### config.mk
export PLATFORM = sky130hd
export DESIGN_NAME = hash_status_irq
export DESIGN_NICKNAME = d
export VERILOG_FILES = /design/src/rtl/hash_stat_pkg.sv /design/src/rtl/hsc_sticky_flag.sv /design/src/rtl/hsc_dma_track.sv /design/src/rtl/hsc_irq_gen.sv /design/src/rtl/hash_status_irq.sv
export SDC_FILE = /design/constraint.sdc
export NUM_CORES = 1
export LEC_CHECK = 0
export ABC_AREA = 0
export BUFFER_PORTS_ARGS = -buffer_cell sky130_fd_sc_hd__buf_2
export CORE_MARGIN = 2
export CORE_UTILIZATION = 25
export CTS_CLUSTER_SIZE = 30
export DETAILED_ROUTE_END_ITERATION = 8
export PLACE_DENSITY = 0.84
export SLEW_MARGIN = 20
export SYNTH_ARGS = -nofsm -noshare
export SYNTH_HDL_FRONTEND = slang
export SYNTH_HIERARCHICAL = 1
export SYNTH_SLANG_ARGS = --single-unit
### constraint.sdc
create_clock -name clk -period 1.05 [get_ports clk]
set_input_delay 0.105 -clock clk [delete_from_list [all_inputs] [get_ports clk]]
set_output_delay 0.105 -clock clk [all_outputs]
set_load 0.05 [all_outputs]
### src/rtl/hash_stat_pkg.sv
package hash_stat_pkg;
  localparam int unsigned DW          = 32;
  localparam int unsigned NUM_FLAGS   = 4;
  localparam int unsigned NUM_STICKY  = 2;
  localparam int unsigned IDX_READY   = 0;
  localparam int unsigned IDX_DIGEST  = 1;

  // bit order matches the read-back word: busy is bit 3, ready bit 0
  typedef struct packed {
    logic busy;
    logic dma;
    logic digest;
    logic ready;
  } stat_flags_t;
endpackage

### src/rtl/hsc_sticky_flag.sv
module hsc_sticky_flag #(
  parameter logic RST_VAL = 1'b0
) (
  input  logic clk,
  input  logic rst_n,
  input  logic set_i,
  input  logic clr_i,
  output logic flag_o
);
  logic flag_q, flag_d, flag_en;

  // set dominates clear
  always_comb begin
    flag_en = set_i | clr_i;
    flag_d  = set_i;
  end

  always_ff @(posedge clk or negedge rst_n) begin
    if (!rst_n)       flag_q <= RST_VAL;
    else if (flag_en) flag_q <= flag_d;
  end

  assign flag_o = flag_q;
endmodule

### src/rtl/hsc_dma_track.sv
module hsc_dma_track (
  input  logic clk,
  input  logic rst_n,
  input  logic dma_en,
  input  logic dma_xfer,
  output logic active_o
);
  logic act_q, act_d;

  always_comb begin
    act_d = dma_en | (act_q & dma_xfer);
  end

  always_ff @(posedge clk or negedge rst_n) begin
    if (!rst_n) act_q <= 1'b0;
    else        act_q <= act_d;
  end

  assign active_o = act_q;
endmodule

### src/rtl/hsc_irq_gen.sv
module hsc_irq_gen #(
  parameter int unsigned N = 2
) (
  input  logic         clk,
  input  logic         rst_n,
  input  logic [N-1:0] flags,
  input  logic [N-1:0] enables,
  output logic         irq_o
);
  logic irq_q, irq_d;

  always_comb begin
    irq_d = |(flags & enables);
  end

  always_ff @(posedge clk or negedge rst_n) begin
    if (!rst_n) irq_q <= 1'b0;
    else        irq_q <= irq_d;
  end

  assign irq_o = irq_q;
endmodule

### src/rtl/hash_status_irq.sv
module hash_status_irq
  import hash_stat_pkg::*;
#(
  parameter int unsigned     AW       = 8,
  parameter logic [AW-1:0]   STAT_OFS = 8'h24,
  parameter logic [AW-1:0]   CTRL_OFS = 8'h00,
  parameter logic [AW-1:0]   DIN_OFS  = 8'h04,
  parameter int unsigned     INIT_BIT = 2
) (
  input  logic          clk,
  input  logic          rst_n,
  input  logic          wr_en,
  input  logic [AW-1:0] wr_addr,
  input  logic [31:0]   wr_data,
  input  logic [AW-1:0] rd_addr,
  output logic [31:0]   rd_data,
  input  logic          core_busy,
  input  logic          dma_en,
  input  logic          dma_xfer,
  input  logic          digest_done,
  input  logic          blk_space,
  input  logic          ie_digest,
  input  logic          ie_ready,
  output logic          irq
);
  localparam int unsigned PAD = DW - NUM_FLAGS;
  localparam logic [NUM_STICKY-1:0] STICKY_RST = NUM_STICKY'(1) << IDX_READY;

  stat_flags_t            stat_q;
  logic                   busy_q;
  logic                   dma_act;
  logic [NUM_STICKY-1:0]  sticky_q, sticky_set, sticky_clr, sticky_ie;
  logic                   wr_stat, wr_ctrl, wr_din;
  logic                   unused_wdata;

  // write decode
  always_comb begin
    wr_stat = wr_en && (wr_addr == STAT_OFS);
    wr_ctrl = wr_en && (wr_addr == CTRL_OFS);
    wr_din  = wr_en && (wr_addr == DIN_OFS);
  end

  always_comb begin
    sticky_set             = '0;
    sticky_clr             = '0;
    sticky_set[IDX_READY]  = blk_space;
    sticky_set[IDX_DIGEST] = digest_done;
    sticky_clr[IDX_READY]  = (wr_stat & ~wr_data[IDX_READY]) | wr_din;
    sticky_clr[IDX_DIGEST] = (wr_stat & ~wr_data[IDX_DIGEST]) |
                             (wr_ctrl & wr_data[INIT_BIT]);
    sticky_ie              = '0;
    sticky_ie[IDX_READY]   = ie_ready;
    sticky_ie[IDX_DIGEST]  = ie_digest;
  end

  assign unused_wdata = ^wr_data;

  generate
    for (genvar g = 0; g < NUM_STICKY; g++) begin : g_sticky
      hsc_sticky_flag #(.RST_VAL(STICKY_RST[g])) u_flag (
        .clk    (clk),
        .rst_n  (rst_n),
        .set_i  (sticky_set[g]),
        .clr_i  (sticky_clr[g]),
        .flag_o (sticky_q[g])
      );
    end
  endgenerate

  // busy mirror register
  always_ff @(posedge clk or negedge rst_n) begin
    if (!rst_n) busy_q <= 1'b0;
    else        busy_q <= core_busy;
  end

  hsc_dma_track u_dma (
    .clk      (clk),
    .rst_n    (rst_n),
    .dma_en   (dma_en),
    .dma_xfer (dma_xfer),
    .active_o (dma_act)
  );

  hsc_irq_gen #(.N(NUM_STICKY)) u_irq (
    .clk     (clk),
    .rst_n   (rst_n),
    .flags   (sticky_q),
    .enables (sticky_ie),
    .irq_o   (irq)
  );

  always_comb begin
    stat_q.busy   = busy_q;
    stat_q.dma    = dma_act;
    stat_q.digest = sticky_q[IDX_DIGEST];
    stat_q.ready  = sticky_q[IDX_READY];
  end

  always_comb begin
    if (rd_addr == STAT_OFS) rd_data = {{PAD{1'b0}}, stat_q};
    else                     rd_data = '0;
  end
endmodule

==> run metrics, run 1 <==
Layout Nets=157; Initial Utilization=0.2622; GP Congestion=0.6658; CTS H-tree lvls=1; status=finished, violations left; area share of the largest cell type after synthesis=0.4128; crit path max fanout=4; total power=0.7603 mW; DRC=0; chip width=49.13 um; post-synthesis cell area=509.2 um2; maximum VDD drop=0.0004926 V; Worst Slack Setup Final=-0.2409 ns; Post-Synthesis Cells=57; pin count of the biggest net entering global routing=6; total wire length=1022 um; vias per inst=3.496; clk_skew=0.0001480 ns; CP Capture Type=output port; met2 Use GR=0.1644; P per Cell Area=966.0 nW/um2; clock latency on the worst-skew pair=0.23 ns; Fmax=0.7747 GHz; I/O pin cnt=91; Die ar.=2414 um2; clk root buf=clkbuf_4; Most used DFF post-synth=dfrtp_1; Sink Count=5; total iterations of the first detailed-routing run=1; Final ANT Viol Nets=0; initial antenna violation count=0; Hold Slack=0.05006 ns; setup_tns=-0.9433 ns; Tmin final=1.291 ns; busiest grt layer=met2; grt met1 use=0.08365; hold crit path type=in2reg; number of synthesized register bits=5; EDFF count, synth=0; final worst path period share=1.229; fillers=205; M3 GR Usage=0.02454; sequential share of the synthesized area=0.2482; CP Cell Sequence=buf_6, or4b_4, nor3_4, buf_6; CP dominant cell by count=buf_6; final setup vio count=4; fin. max-slew vios=0; overall routing resource usage=0.08850; per-cell routed wire length=8.176 um; via count=437; Worst Setup Start Kind=primary input; unrepaired setup endpoints after global routing=true; Longest Clk Path Bufs=2; area grow syn2layout=54.55%; crit path DAT=1.19 ns; Avg Cell Area, Syn=8.934 um2; Leakage=0.4134 nW; ranking of synthesized cells by area=buf_4 41%, dfrtp_1 20%, a2111oi_4 5.4%; Iter 0 DRT Violations=0; vias in the first global route=431; Rows=16; violations in the final reports=setup timing; post-synthesis async set-or-reset flop share=1.000; kind of critical path=in2out; Die Ht=49.13 um; maxcap violations=0; number of synthesis warnings=6; synth unique cells=14; Post-synth top cells=28 x buf_4, 7 x inv_1, 4 x dfrtp_1, 4 x nor3_1, 3 x a21o_1; Hold Fails Final Rpt=0; ratio of cells with drive above 1 in the final layout=0.5204; antenna cells=0; first-pass GRT wire length=1600 um; Yosys top cell by area=buf_4; CTS tree=yes; GRT overflow=0; number of CTS-inserted buffers=3; most frequent cell after synthesis=buf_4; CTS clk-pin slew, worst paths=0.04 ns; slowest cell on the critical path=or4b_4; IO Port Bufs=33; placed wire-length estimate=929.4 um; CP required=0.94 ns; Worst path max stage delay=0.60 ns; Core Area=1942 um2
## cells by family after synthesis
logic type / synth area share
AND/OR/NAND/NOR: 0.1499
flip-flops: 0.2482
buffers and inverters: 0.4644
other: 0.007364
AO/OA/AOI/OAI: 0.1302
## through the flow
stage | std cells | area, um2 | utilization | worst slack, ns
final | 125 | 787.0 | 0.4053 | -0.2409
after global routing | 125 | 787.0 | 0.4053 | -0.2783
after CTS | 125 | 765.7 | 0.3943 | -0.2515
after detailed placement | 119 | 681.9 | 0.3512 | -0.3344
after global placement | 119 | 681.9 | 0.3512 | -0.3266
after floorplan | 84 | 670.6 | - | -0.2634
## registers in the layout, summed over array words and instances, names as in the netlist
signal / flops
u_dma/active_o: 1
g_sticky.u_flag/flag_o: 2
busy_q: 1
u_irq/irq_o: 1
## timing repair
| action | CTS | global route |
|---|---|---|
| pin swaps | 5 | 5 |
| setup endpoints to repair | 4 | 5 |
| hold endpoints to repair | 6 | 0 |
| hold buffers | 2 | 0 |
| gates resized for setup | 10 | 4 |
| setup buffers | 0 | 0 |
| cloned | 0 | 0 |
## cells in the final DEF, fill, tap and decap left out, drive strengths merged
| cell | synthesis | routed |
|---|---|---|
| buf | 28 | 36 |
| dfrtp | 4 | 4 |
| dlygate4sd3 | 0 | 2 |
| inv | 7 | 7 |
| a21o | 3 | 3 |
| clkbuf | 0 | 4 |
| or4 | 1 | 1 |
| a22o | 1 | 1 |
| a2111oi | 1 | 1 |
| dfstp | 1 | 1 |
| a211oi | 1 | 1 |
| nor3 | 4 | 4 |
| or4b | 2 | 2 |
| conb | 1 | 28 |
| or3b | 2 | 2 |
| nand3b | 1 | 1 |
## where the power goes
| group | total [mW] | internal, mW | switching, mW |
|---|---|---|---|
| sequential | 0.203 | 0.201 | 0.00232 |
| clock | 0.213 | 0.143 | 0.0697 |
| combinational | 0.345 | 0.0763 | 0.268 |
## worst paths after layout
check	slack, ns	depth (start not counted)	to	startpoint
worst max-delay path	-0.24	4	rd_data[1]	rd_addr[1]
worst min-delay path	0.05	2	g_sticky[0].u_flag/flag_o	blk_space
worst max register to register	0.24	2	u_irq/irq_o	g_sticky[0].u_flag/flag_o
worst min register to register	0.49	1	u_dma/active_o	u_dma/active_o
max in group asynchronous	0.63	2	g_sticky[0].u_flag/flag_o	rst_n
min in group asynchronous	0.21	2	g_sticky[1].u_flag/flag_o	rst_n
## metal layers
layer,share of wire,vias up
li1,-,212
met1,0.30,195
met2,0.59,30
met3,0.10,0
met4,0,0
met5,0,-
## worst max-delay path, delay by kind of cell
kind          cells  cell delay, ns
simple gates      2            0.81
buf+inv           2            0.26
## area by class of cell
class	count	area, um2	area share
inverters	7	26.28	0.03339
clock buffers	4	26.28	0.03339
flip-flops and latches	5	126.4	0.1606
well taps	27	33.78	0.04293
multi-input cells	44	310.3	0.3943
repair buffers	38	264.0	0.3355
Power figures use the tool's default switching activity.
==> run 2: changes to the inputs <==
--- a/config.mk
+++ b/config.mk
@@ -9,6 +9,7 @@
 export BUFFER_PORTS_ARGS = -buffer_cell sky130_fd_sc_hd__buf_2
 export CORE_MARGIN = 2
 export CORE_UTILIZATION = 25
+export CTS_BUF_LIST = sky130_fd_sc_hd__clkbuf_4 sky130_fd_sc_hd__clkbuf_8
 export CTS_CLUSTER_SIZE = 30
 export DETAILED_ROUTE_END_ITERATION = 8
 export PLACE_DENSITY = 0.84
==> run 2 against run 1 <==
  * The flow still finishes with violations (setup timing)
  * Sequential power about the same
  * Non-clock buffer count is the same
  * Setup slack is the same
  * Clock power up 12%
  * Maximum frequency is the same
  * Worst hold slack about the same
  * Die area did not move
  * Critical path type unchanged
  * Critical endpoint unchanged
  * Largest power group unchanged
==> run metrics, run 2 (synthesis gave the netlist of run 1 again) <==
chip width=49.13 um; violations in the final reports=setup timing; Final ANT Viol Nets=0; CP Cell Sequence=buf_6, or4b_4, nor3_4, buf_6; final core occ=0.4072; per-cell routed wire length=8.200 um; Initial Utilization=0.2622; worst hold path stage count=2; vias in the first global route=431; Core Area=1942 um2; via count=438; Die ar.=2414 um2; Hold Path Sink=g_sticky[0].u_flag/flag_o; post-route cell area=790.8 um2; first-pass GRT wire length=1600 um; Worst Setup Start Kind=primary input; crit path DAT=1.19 ns; Rows=16; initial antenna violation count=0; unrepaired setup endpoints after global routing=true; clk root buf=clkbuf_4; final worst path period share=1.229; clk_skew=0.0001480 ns; area grow syn2layout=55.28%; CP required=0.94 ns; number of CTS-inserted buffers=3; crit path max fanout=4; ratio of cells with drive above 1 in the final layout=0.5306; final setup vio count=4; GRT overflow=0; Die Ht=49.13 um; overall routing resource usage=0.08850; critical path's top delay family=simple AND/OR/NAND/NOR gates; total iterations of the first detailed-routing run=1; Leakage=0.4169 nW; CTS clk-pin slew, worst paths=0.04 ns; HP Start=blk_space; Post-Layout Cell Count=125; CTS H-tree lvls=1; total placed cells including tap cells=119; R2R depth=2; pin count of the biggest net entering global routing=6; P per Cell Area=995.1 nW/um2; Worst Slack Setup Final=-0.2409 ns; Fmax=0.7747 GHz; kind of critical path=in2out; antenna cells=0; clock latency on the worst-skew pair=0.23 ns; vias per inst=3.504; CP Capture Type=output port; maximum VDD drop=0.0005672 V; Iter 0 DRT Violations=0; commonest cells after routing, fill and taps aside=28 x conb_1, 24 x buf_2, 9 x buf_6; Hold Fails Final Rpt=0; Longest Clk Path Bufs=2; placed wire-length estimate=929.4 um; status=finished, violations left; Worst R2R End=u_irq/irq_o; Tmin final=1.291 ns; commonest non-fill, non-tap cell in the layout=conb_1; total wire length=1025 um; GP Congestion=0.6658; Layout Nets=157; CP dominant cell by count=buf_6; CP Buf/Inv Count=2; slowest cell on the critical path=or4b_4; CTS tree=yes; hold crit path type=in2reg; IO Port Bufs=33; Worst path max stage delay=0.60 ns; Setup WS pre-CTS=-0.3344 ns; Sink Count=5; maxcap violations=0; reg2reg setup slack=0.24 ns; DRC=0; fin. max-slew vios=0; placed inst area=681.9 um2; Setup Buffers After CTS=0; I/O pin cnt=91; RR Startpoint=g_sticky[0].u_flag/flag_o; max reg flops=2; total power=0.7869 mW
==> run 2: cell counts in the layout (fill, tap and decap cells not counted) <==
No cell type changed its count.
==> run 2: worst max-delay path by stage <==
| stage | slack (ns) | to | cells past startpoint | start |
|---|---|---|---|---|
| 3_5_place_dp | -0.33 | rd_data[2] | 4 | rd_addr[4] |
| 2_1_floorplan | -0.26 | rd_data[0] | 2 | rd_addr[4] |
| 3_3_place_gp | -0.33 | rd_data[1] | 4 | rd_addr[4] |
| 6_report | -0.24 | rd_data[1] | 4 | rd_addr[1] |
| 4_1_cts | -0.25 | rd_data[2] | 4 | rd_addr[3] |
| 5_1_grt | -0.28 | rd_data[0] | 4 | rd_addr[1] |
==> run 2: what timing repair did <==
item | in CTS | in global routing
pin swaps | 5 | 5
hold buffers | 2 | 0
setup endpoints to repair | 4 | 5
hold endpoints to repair | 6 | 0
resized for setup | 10 | 4
==> run 2: stage by stage <==
stage                     hold slack, ns  TNS, ns
final                            0.04993  -0.9433
after global routing             0.04511   -1.083
after CTS                        0.03918  -0.9888
after detailed placement        -0.07713   -1.749
after global placement          -0.08222   -1.705
after floorplan                  -0.1906   -1.161
==> run 2: layer usage <==
metal  global-route usage  wire (um)  vias up
met4              0.05714          0        0
met1              0.08365        313      196
met5                    0          0        -
met3              0.02454        104        0
met2               0.1644        606       30
li1                     -          -      212
==> run 2: final cells by class <==
class / instances / area (um2)
flip-flops and latches: 5 / 126.4
repair buffers: 38 / 264.0
multi-input cells: 44 / 310.3
well taps: 27 / 33.78
clock buffers: 4 / 30.03
inverters: 7 / 26.28
fillers: 203 / 1151
==> run 2: report_power, final <==
| group | leakage (nW) | internal [mW] | switching, mW |
|---|---|---|---|
| Clock | 0.0184 | 0.169 | 0.0706 |
| Sequential | 0.0520 | 0.201 | 0.00232 |
| Combinational | 0.346 | 0.0763 | 0.268 |
